--- src/rtl/xf_pkg.sv ---
package xf_pkg;

    // Control phase of the flush controller
    typedef enum logic [1:0] {
        XF_RUN   = 2'd0,   // accepting new events
        XF_APPLY = 2'd1,   // flush of a fault or interrupt is being applied
        XF_RET1  = 2'd2    // first redirect of a return is being applied
    } xf_phase_e;

endpackage

--- src/rtl/xf_oldest.sv ---
// Finds the deepest (oldest) requesting stage and builds the squash mask
// covering that stage and every younger one.
module xf_oldest #(
    parameter int N  = 4,
    localparam int IW = (N > 1) ? $clog2(N) : 1
) (
    input  logic [N-1:0]  req,
    output logic          hit,
    output logic [IW-1:0] idx,
    output logic [N-1:0]  thru
);

    always_comb begin
        idx = '0;
        for (int i = 0; i < N; i++) begin
            if (req[i]) idx = IW'(i);
        end
    end

    assign hit = |req;

    // A stage is squashed when it or any older stage is faulting
    genvar g;
    generate
        for (g = 0; g < N; g++) begin : g_mask
            assign thru[g] = |req[N-1:g];
        end
    endgenerate

endmodule

--- src/rtl/xf_epc.sv ---
// Saved restart-PC registers: one for the faulting instruction, one for the
// resolved branch destination when the fault sits in a delay slot.
module xf_epc #(
    parameter int XLEN = 32
) (
    input  logic            clk,
    input  logic            rst_n,
    input  logic            ld,
    input  logic [XLEN-1:0] ld_pc0,
    input  logic [XLEN-1:0] ld_pc1,
    input  logic            ld_pc1_vld,
    output logic [XLEN-1:0] epc0,
    output logic [XLEN-1:0] epc1,
    output logic            epc1_vld
);

    typedef struct packed {
        logic [XLEN-1:0] pc0;
        logic [XLEN-1:0] pc1;
        logic            pc1_vld;
    } epc_t;

    epc_t st_d, st_q;

    always_comb begin
        st_d = st_q;
        if (ld) begin
            st_d.pc0     = ld_pc0;
            st_d.pc1_vld = ld_pc1_vld;
            if (ld_pc1_vld) st_d.pc1 = ld_pc1;
        end
    end

    always_ff @(posedge clk) begin
        if (!rst_n) st_q <= '0;
        else        st_q <= st_d;
    end

    assign epc0     = st_q.pc0;
    assign epc1     = st_q.pc1;
    assign epc1_vld = st_q.pc1_vld;

endmodule

--- src/rtl/exc_flush_ctl.sv ---
module exc_flush_ctl
    import xf_pkg::*;
#(
    parameter int          XLEN       = 32,
    parameter int          NSTG       = 4,
    parameter int          RFE_STG    = 2,
    parameter int          ILEN_B     = 4,
    parameter logic [31:0] HANDLER_PC = 32'h0000_0180
) (
    input  logic                      clk,
    input  logic                      rst_n,
    input  logic [NSTG-1:0]           stg_vld,
    input  logic [NSTG-1:0]           stg_exc,
    input  logic [NSTG-1:0][XLEN-1:0] stg_pc,
    input  logic [NSTG-1:0]           stg_slot,
    input  logic [NSTG-1:0][XLEN-1:0] slot_tgt,
    input  logic                      irq_req,
    input  logic [XLEN-1:0]           irq_pc,
    input  logic                      rfe_ex,
    output logic [NSTG-1:0]           kill,
    output logic                      redir_vld,
    output logic [XLEN-1:0]           redir_pc,
    output logic [XLEN-1:0]           epc0,
    output logic [XLEN-1:0]           epc1,
    output logic                      epc1_vld
);

    localparam int              IW       = (NSTG > 1) ? $clog2(NSTG) : 1;
    localparam logic [IW-1:0]   RFE_IDX  = IW'(RFE_STG);
    localparam logic [NSTG-1:0] RFE_KILL = NSTG'((1 << RFE_STG) - 1);
    localparam logic [XLEN-1:0] HDL_ADDR = XLEN'(HANDLER_PC);
    localparam logic [XLEN-1:0] STEP     = XLEN'(ILEN_B);

    typedef struct packed {
        xf_phase_e       phase;
        logic [NSTG-1:0] kill;
        logic            redir;
        logic [XLEN-1:0] rpc;
    } ctl_t;

    ctl_t ctl_d, ctl_q;

    logic [NSTG-1:0] flt_req;
    logic            flt_hit;
    logic [IW-1:0]   flt_idx;
    logic [NSTG-1:0] flt_mask;

    logic accept, old_flt, rfe_go, fault_go, irq_go;
    logic            epc_ld;
    logic [XLEN-1:0] epc_pc0, epc_pc1;
    logic            epc_pc1_vld;

    assign flt_req = stg_vld & stg_exc;

    xf_oldest #(.N(NSTG)) u_old (
        .req  (flt_req),
        .hit  (flt_hit),
        .idx  (flt_idx),
        .thru (flt_mask)
    );

    xf_epc #(.XLEN(XLEN)) u_epc (
        .clk        (clk),
        .rst_n      (rst_n),
        .ld         (epc_ld),
        .ld_pc0     (epc_pc0),
        .ld_pc1     (epc_pc1),
        .ld_pc1_vld (epc_pc1_vld),
        .epc0       (epc0),
        .epc1       (epc1),
        .epc1_vld   (epc1_vld)
    );

    // Event arbitration
    always_comb begin
        accept   = (ctl_q.phase == XF_RUN);
        old_flt  = flt_hit && (flt_idx >= RFE_IDX);
        rfe_go   = accept && rfe_ex && !old_flt;
        fault_go = accept && flt_hit && !rfe_go;
        irq_go   = accept && irq_req && !flt_hit && !rfe_go;
    end

    // Saved-PC load selection
    always_comb begin
        epc_ld      = fault_go || irq_go;
        epc_pc0     = fault_go ? stg_pc[flt_idx] : irq_pc;
        epc_pc1     = slot_tgt[flt_idx];
        epc_pc1_vld = fault_go && stg_slot[flt_idx];
    end

    // Next control state
    always_comb begin
        ctl_d       = '0;
        ctl_d.phase = XF_RUN;
        if (fault_go) begin
            ctl_d.phase = XF_APPLY;
            ctl_d.kill  = flt_mask;
            ctl_d.redir = 1'b1;
            ctl_d.rpc   = HDL_ADDR;
        end else if (irq_go) begin
            ctl_d.phase = XF_APPLY;
            ctl_d.redir = 1'b1;
            ctl_d.rpc   = HDL_ADDR;
        end else if (rfe_go) begin
            ctl_d.phase = XF_RET1;
            ctl_d.kill  = RFE_KILL;
            ctl_d.redir = 1'b1;
            ctl_d.rpc   = epc0;
        end else if (ctl_q.phase == XF_RET1) begin
            ctl_d.redir = 1'b1;
            ctl_d.rpc   = epc1_vld ? epc1 : (epc0 + STEP);
        end
    end

    always_ff @(posedge clk) begin
        if (!rst_n) ctl_q <= '{phase: XF_RUN, kill: '0, redir: 1'b0, rpc: '0};
        else        ctl_q <= ctl_d;
    end

    assign kill      = ctl_q.kill;
    assign redir_vld = ctl_q.redir;
    assign redir_pc  = ctl_q.rpc;

endmodule

--- config.mk ---
export PLATFORM = sky130hd
export DESIGN_NAME = exc_flush_ctl
export DESIGN_NICKNAME = d
export VERILOG_FILES = /design/src/rtl/xf_pkg.sv /design/src/rtl/xf_oldest.sv /design/src/rtl/xf_epc.sv /design/src/rtl/exc_flush_ctl.sv
export SDC_FILE = /design/constraint.sdc
export NUM_CORES = 1
export LEC_CHECK = 0
export ABC_AREA = 1
export BUFFER_PORTS_ARGS = -buffer_cell sky130_fd_sc_hd__buf_2
export CORE_ASPECT_RATIO = 0.6
export CORE_MARGIN = 4
export CORE_UTILIZATION = 39
export CTS_CLUSTER_DIAMETER = 120
export DETAILED_ROUTE_END_ITERATION = 16
export GPL_ROUTABILITY_DRIVEN = 1
export PLACE_DENSITY = 0.8
export SYNTH_ARGS = -nofsm -noshare
export SYNTH_HDL_FRONTEND = slang
export SYNTH_SLANG_ARGS = --single-unit
--- constraint.sdc ---
create_clock -name clk -period 3.7 [get_ports clk]
set_input_delay 0.37 -clock clk [delete_from_list [all_inputs] [get_ports clk]]
set_output_delay 0.37 -clock clk [all_outputs]
set_load 0.01 [all_outputs]
==> impl_metrics.yaml, run 1 <==
logic_synthesis:
  synth.cell_area_sq_mm: 0.00825
  yosys_warnings: 0
  synth-xor-area-share: 0.00425
  synthSimpleGateAreaFrac: 0.452
  syn_area_per_cell_sq_um: 5.55
  muxShareOfSynthArea: 0
  yosys.area.top_type_share: 0.252
  synth_top_area_cell: "dfxtp_1"
  yosysSeqAreaShare: 0.252
  synthAdderAreaFrac: 0.00303
  netlist_instances: 1485
  syn_nets: 1791
  yosys-top-cells-area: "dfxtp_1 25%, nand2_1 20%, nor2_1 12%"
  synth_top_family_by_area: "simple AND/OR/NAND/NOR gates"
  synth_compound_area_frac: 0.111
  synth_cell_types: 31
  ys_ff_latch: 104
cts:
  worst_skew_pair.late_latency_ps: 360
  clock-sinks: 104
  cts_tree: "done"
  cts-resized-gates: 0
  clockBufferDepth: 2
  cts_hold_repair.buffers: 0
  cts_setup_buffers: 0
  numCtsBuffers: 9
  path_clk_slew_ps: 90
  cts-root-buf: "clkbuf_16"
  htreeDepth: 3
hold_path:
  worst_hold_path_type: "input port to flop"
  whs_path_depth: 5
floorplan:
  dieHeight_um: 121
  die_w_um: 196
  start_util: 0.405
  rows: 40
  core_area_sq_mm: 0.0204
  ios: 406
  die_area_sq_mm: 0.0236
detailed_routing:
  drt_iter0_drc: 900
  antenna_left: 0
  viasPerCell: 5.04
  drt-pass1-iter-count: 6
  wl_um: 35700
  post_drt_wl_per_cell_um: 17.2
  drc: 0
  vias: 10400
setup_path:
  cp_max_fo: 44
  r2r_slack_ps: 900
  endpoint_kind: "flop"
  start_kind: "flop"
  cp_data_arrival_time_ps: 3090
  crit_type: "flop to flop"
  cp_data_required_time_ps: 3990
  rr_worst_depth: 8
sta:
  finalSetupViolCount: 0
  post-route-period-util: 0.757
  fin_ws_ps: 899
  timing.fmax_mhz: 357
  slew-limit-headroom: 0.366
  final.setup.tns_ps: 0
  drv_slew: 0
  hold_slack_ps: 300
  worstMarginPinSlew_ps: 949
  rsz0062_at_grt: "no"
  skew_ps: 14.3
  hold_viol_final: 0
  min_period_ps: 2800
power_and_ir_drop:
  ir_worst_vdd_uv: 199
  power_density_mw_per_mm2: 349
  power_mw: 3.61
  static-leakage-power_nw: 5.86
layout:
  layout_commonest_cell: "nand2_1"
  final_area_sq_mm: 0.0103
  mostFrequentLayoutCells: "442 x nand2_1, 405 x buf_2, 256 x nor2_1"
  stdcell_count: 2071
  fin_nets: 2098
  fillCellCount: 2228
  final_util: 0.507
  synthToLayoutAreaGrowth_pct: 25.4
  drive_gt1_frac: 0.252
job:
  maxCapViolations: 0
run_status:
  status: "complete, no violations"
global_routing:
  grt_pass1_vias: 9550
  grt_pass1_wl_um: 53100
  grt_use_total: 0.285
  overflow: 0
  grt_max_degree: 80
  grt_antenna_before_repair: 1
placement:
  placedInstanceArea_sq_mm: 0.0100
  placed_cells: 2054
  routabilityCongestion: 0.958
  post-place-ws_ps: 693
  portBuffers: 405
  dpl.hpwl_um: 28800
==> flip-flops by register name, indices dropped and copies added (netlist names) <==
signal,count
redir_vld,1
u_epc.epc1,32
ctl_q,2
redir_pc,32
u_epc.epc0,32
kill,4
u_epc.epc1_vld,1
==> final timing paths <==
check	start	endpoint
worst min register to register	u_epc.epc0[0]$_SDFFE_PN0P_	u_epc.epc0[0]$_SDFFE_PN0P_
worst max-delay path	ctl_q[38]$_SDFF_PP0_	redir_pc[17]$_SDFF_PP0_
worst min-delay path	irq_pc[24]	u_epc.epc0[24]$_SDFFE_PN0P_
worst max register to register	ctl_q[38]$_SDFF_PP0_	redir_pc[17]$_SDFF_PP0_
==> critical path, cell delays in order (launching register included) <==
cell	delay, ps
dfxtp_1	320
nor2_1	430
nand4_2	340
nand2_4	420
nand3_2	90
buf_4	220
inv_2	580
nand3_1	170
nand2_1	110
==> area by class of cell <==
class / count / area [sq um] / area share
tap: 273 / 342 / 0.0330
multi-input combinational: 1061 / 4710 / 0.455
clock buffer: 9 / 225 / 0.0218
sequential: 104 / 2080 / 0.201
timing repair buffer: 418 / 2140 / 0.207
antenna: 1 / 2.50 / 0.000242
inverter: 198 / 743 / 0.0719
clock inverter: 7 / 98.8 / 0.00956
==> cells by family (layout without fill, tap and decap cells) <==
group           Yosys count  in the layout
simple gates            883            883
buf+inv                 320            632
compound gates          172            172
flops                   104            104
xor+xnor                  4              4
fa+ha+maj                 2              2
other cells               0              1
==> cell usage after synthesis (all sizes together) <==
cell type	number
and2	1
or2	2
nand4	27
nor3	26
nand2	448
clkbuf	37
o211ai	14
dfxtp	104
inv	198
nand3	85
o21bai	1
o21ai	125
o22ai	4
nand3b	36
ha	2
a21oi	28
xor2	4
buf	85
nor2	258
==> where the power goes <==
part / leakage, nW / total, mW / internal, mW / switching, mW
clock network: 0.157 / 1.01 / 0.498 / 0.516
registers: 0.851 / 1.40 / 1.23 / 0.167
logic: 4.86 / 1.19 / 0.444 / 0.750
total: 5.86 / 3.61 / 2.18 / 1.43
==> layer usage <==
metal / wire length (um) / up-vias / global-route usage / share of wire
met5: 0 / - / 0 / 0
met4: 659 / 0 / 0.0632 / 0.018
met3: 3350 / 49 / 0.0615 / 0.094
met2: 15400 / 506 / 0.441 / 0.43
met1: 16300 / 4691 / 0.408 / 0.46
li1: - / 5184 / - / -
Note: power is estimated with default switching activity, not from simulation.
==> inputs of run 2 (changes only) <==
- clock period: 3.7 -> 2.9 ns (I/O delays scaled with it)
==> run 2 against run 1 <==
Utilization is 0.068 points higher. Power is 26% higher. Worst setup slack worse by 290 ps.
==> impl_metrics.yaml, run 2 (synthesis results as in run 1) <==
power_and_ir_drop:
  power_frac_seq: 0.391
  p_clk_frac: 0.269
  ir_worst_vdd_uv: 276
  static-leakage-power_nw: 5.86
  p_comb_frac: 0.340
  p_int_mw: 2.76
  power_mw: 4.54
  power_density_mw_per_mm2: 438
  p_sw_frac: 0.392
  power.switching_mw: 1.78
floorplan:
  rows: 40
  die_w_um: 196
  die_area_sq_mm: 0.0236
  ios: 406
  dieHeight_um: 121
  start_util: 0.405
  core_area_sq_mm: 0.0204
layout:
  fin_nets: 2101
  mostFrequentLayoutCells: "442 x nand2_1, 405 x buf_2, 256 x nor2_1"
  fillCellCount: 2231
  synthToLayoutAreaGrowth_pct: 25.5
  drive_gt1_frac: 0.253
  stdcell_count: 2075
  layout_commonest_cell: "nand2_1"
  final_area_sq_mm: 0.0104
cts:
  clock-sinks: 104
  htreeDepth: 3
  path_clk_slew_ps: 70
  cts-resized-gates: 0
  numCtsBuffers: 9
  worst_skew_pair.late_latency_ps: 350
  cts_tree: "done"
  cts_setup_buffers: 0
  cts-root-buf: "clkbuf_16"
  cts_hold_repair.buffers: 0
  clockBufferDepth: 2
sta:
  final.setup.tns_ps: 0
  slew-limit-headroom: 0.471
  fin_ws_ps: 612
  drv_slew: 0
  rsz0062_at_grt: "no"
  min_period_ps: 2290
  timing.fmax_mhz: 437
  skew_ps: 13.6
  worstMarginPinSlew_ps: 794
  hold_viol_final: 0
  finalSetupViolCount: 0
  post-route-period-util: 0.789
placement:
  placed_cells: 2057
  post-place-ws_ps: 472
  dpl.hpwl_um: 28100
  portBuffers: 405
  placedInstanceArea_sq_mm: 0.0100
  routabilityCongestion: 0.949
setup_path:
  cp_max_fo: 22
  max_stage_delay_ps: 430
  slowest_stage: "nor2_1"
  cp_cell_sequence: "nor2_1, nand4_2, inv_2, nand2_1, inv_2, nand2_1, o21ai_0"
  start_kind: "flop"
  crit_family: "simple AND/OR/NAND/NOR gates"
  crit_type: "flop to flop"
  path_buf_inv: 2
  cp_data_required_time_ps: 3110
  cp_data_arrival_time_ps: 2490
  endpoint_kind: "flop"
global_routing:
  grt_use_total: 0.279
  grt_max_degree: 85
  grt_pass1_wl_um: 52300
  overflow: 0
  grt_antenna_before_repair: 3
  grt_pass1_vias: 9429
detailed_routing:
  drt-pass1-iter-count: 5
  drt_iter0_drc: 874
  vias: 10400
  wl_um: 34900
  antenna_left: 0
  viasPerCell: 5.00
  post_drt_wl_per_cell_um: 16.8
  drc: 0
run_status:
  status: "complete, no violations"
hold_path:
  worst_hold_path_type: "input port to flop"
job:
  maxCapViolations: 0
## run 2: cell types whose count changed in the layout (fill, tap and decap cells not counted)
cell,delta
buf_4,+2
diode_2,+1
clkinv_4,+1
buf_12,+1
inv_8,-3
inv_12,-1
inv_6,+3
clkinv_8,-1
clkinvlp_4,+1
## run 2: area by class of cell
type	count	area [sq um]	area share
tap	273	342	0.0330
inverter	198	743	0.0718
sequential	104	2080	0.201
timing repair buffer	421	2170	0.210
multi-input combinational	1061	4710	0.455
clock inverter	7	75.1	0.00725
antenna	2	5.00	0.000483
clock buffer	9	225	0.0218
## run 2: stage by stage
step                      utilization  hold slack (ps)
after floorplan                     -              481
after global placement          0.493              485
after detailed placement        0.493              486
after CTS                       0.508              224
after global routing            0.508              251
final                           0.508              236
## run 2: routing by layer
| metal | global-route usage | share of wire | vias to the layer above |
|---|---|---|---|
| li1 | - | - | 5190 |
| met1 | 0.407 | 0.45 | 4654 |
| met2 | 0.435 | 0.44 | 503 |
| met3 | 0.0504 | 0.096 | 32 |
| met4 | 0.0527 | 0.015 | 2 |
| met5 | 0 | 0.00057 | - |
## run 2: final timing paths
kind                                            startpoint                          end  slack [ps]  depth (start not counted)
worst max register to register        ctl_q[38]$_SDFF_PP0_      redir_pc[11]$_SDFF_PP0_         610                          7
worst min register to register  u_epc.epc0[1]$_SDFFE_PN0P_   u_epc.epc0[1]$_SDFFE_PN0P_         510                          2
worst min-delay path                            irq_pc[24]  u_epc.epc0[24]$_SDFFE_PN0P_         240                          5
worst max-delay path                  ctl_q[38]$_SDFF_PP0_      redir_pc[11]$_SDFF_PP0_         610                          7
## run 2: power by group through the flow
stage,clock (mW),combinational (mW),sequential [mW]
3_5_place_dp,0,1.53,1.80
2_1_floorplan,0,0.898,1.78
6_report,1.22,1.54,1.77
4_1_cts,1.24,1.54,1.77
3_3_place_gp,0,1.52,1.80
5_1_grt,1.30,1.73,1.79
## run 2: tightest hold or removal path, stage by stage
cell,delay [ps]
buf_2,80
nand2_1,40
nand2_1,60
nand2_1,50
nand2_1,40
==> inputs of run 3 (changes only) <==
- clock period: 2.9 -> 2.4 ns (I/O delays scaled with it)
==> run 3 against run 2 <==
Routed wire length rose by 2.5%. Combinational power rose by 22%. Register-to-register slack got worse by 250 ps. Via count rose by 0.68%. Critical endpoint is now redir_pc[18]$_SDFF_PP0_. Largest power group unchanged.
==> impl_metrics.yaml, run 3 (synthesis results as in run 1) <==
run_status:
  status: "complete, no violations"
sta:
  rsz0062_at_grt: "no"
  min_period_ps: 2040
  hold_slack_ps: 168
  final.setup.tns_ps: 0
  worstMarginPinSlew_ps: 661
  slew-limit-headroom: 0.559
  fin_ws_ps: 360
  finalSetupViolCount: 0
  timing.fmax_mhz: 490
  post-route-period-util: 0.850
  drv_slew: 0
  hold_viol_final: 0
  skew_ps: 17.0
placement:
  dpl.hpwl_um: 28900
  placed_cells: 2063
  post-place-ws_ps: 395
  portBuffers: 405
  placedInstanceArea_sq_mm: 0.0101
  routabilityCongestion: 0.952
setup_path:
  cp_data_required_time_ps: 2650
  crit_type: "flop to flop"
  crit_family: "simple AND/OR/NAND/NOR gates"
  crit_start: "u_epc.epc0[3]$_SDFFE_PN0P_"
  slowest_stage: "dfxtp_1"
  max_stage_delay_ps: 530
  cp_cell_sequence: "ha_1, inv_1, nor2_1, nand2_1, o21ai_0, nand3_1, nand3_1, nand2_1"
  rr_worst_depth: 8
  start_kind: "flop"
  r2r_start: "u_epc.epc0[3]$_SDFFE_PN0P_"
  r2r_slack_ps: 360
  endpoint_kind: "flop"
  cp_max_fo: 7
  path_buf_inv: 1
  cp_num_cells: 8
  cp_data_arrival_time_ps: 2290
power_and_ir_drop:
  static-leakage-power_nw: 5.91
  p_clk_frac: 0.270
  power_mw: 5.54
  ir_worst_vdd_uv: 335
  power_density_mw_per_mm2: 531
  power.switching_mw: 2.18
  p_int_mw: 3.36
  p_comb_frac: 0.340
  p_sw_frac: 0.394
  power_frac_seq: 0.390
global_routing:
  grt_antenna_before_repair: 4
  grt_pass1_wl_um: 53800
  grt_max_degree: 75
  overflow: 0
  grt_use_total: 0.287
  grt_pass1_vias: 9601
detailed_routing:
  wl_um: 35800
  drc: 0
  antenna_left: 0
  drt_iter0_drc: 1093
  viasPerCell: 5.02
  vias: 10500
  drt-pass1-iter-count: 5
  post_drt_wl_per_cell_um: 17.2
cts:
  htreeDepth: 3
  clock-sinks: 104
  cts-resized-gates: 0
  numCtsBuffers: 9
  path_clk_slew_ps: 90
  cts_tree: "done"
  clockBufferDepth: 2
  worst_skew_pair.late_latency_ps: 360
  cts-root-buf: "clkbuf_16"
  cts_setup_buffers: 0
  cts_hold_repair.buffers: 0
layout:
  drive_gt1_frac: 0.256
  stdcell_count: 2082
  layout_commonest_cell: "nand2_1"
  final_util: 0.512
  mostFrequentLayoutCells: "442 x nand2_1, 405 x buf_2, 256 x nor2_1"
  fin_nets: 2107
  synthToLayoutAreaGrowth_pct: 26.4
  final_area_sq_mm: 0.0104
floorplan:
  dieHeight_um: 121
  ios: 406
  start_util: 0.405
  core_area_sq_mm: 0.0204
  die_area_sq_mm: 0.0236
  rows: 40
  die_w_um: 196
hold_path:
  worst_hold_path_type: "input port to flop"
  hold_start: "irq_pc[26]"
  whs_path_depth: 5
job:
  maxCapViolations: 0
run 3: changes by cell type in the layout (fill, tap and decap cells not counted):
cell / previous run / this run
buf_12: 2 / 3
buf_4: 14 / 19
clkinv_4: 1 / 2
clkinv_8: 2 / 3
clkinvlp_4: 1 / 0
diode_2: 2 / 3
inv_6: 3 / 1
inv_8: 0 / 1
run 3: layer usage:
metal  global-route usage  share of wire  up-vias
met1                0.417           0.45     4687
met5                    0        0.00020        -
li1                     -              -     5195
met2                0.435           0.43      531
met4               0.0602          0.016        2
met3               0.0657           0.10       37
run 3: power groups by stage:
stage          Sequential (mW)  Clock [mW]  Combinational [mW]
2_1_floorplan             2.15           0                1.08
3_3_place_gp              2.19           0                1.84
3_5_place_dp              2.19           0                1.86
4_1_cts                   2.15        1.51                1.87
5_1_grt                   2.18        1.57                2.10
6_report                  2.16        1.50                1.88
run 3: layout make-up:
type                       count  area, sq um
fill                        2222         9950
multi-input combinational   1061         4710
timing repair buffer         427         2230
sequential                   104         2080
inverter                     198          743
tap                          273          342
clock buffer                   9          225
clock inverter                 7         86.3
antenna                        3         7.51
run 3: final timing paths:
| kind | endpoint |
|---|---|
| worst max-delay path | redir_pc[18]$_SDFF_PP0_ |
| worst min-delay path | u_epc.epc0[26]$_SDFFE_PN0P_ |
| worst min register to register | u_epc.epc0[1]$_SDFFE_PN0P_ |
| worst max register to register | redir_pc[18]$_SDFF_PP0_ |
run 3: worst reg2reg max path: cells and delay by family, from the launching register on:
| family | cells | cell delay [ps] |
|---|---|---|
| AO/OA/AOI/OAI | 1 | 200 |
| AND/OR/NAND/NOR | 5 | 910 |
| flip-flops | 1 | 530 |
| buffers and inverters | 1 | 60 |
| adder cells (fa/ha/maj) | 1 | 220 |
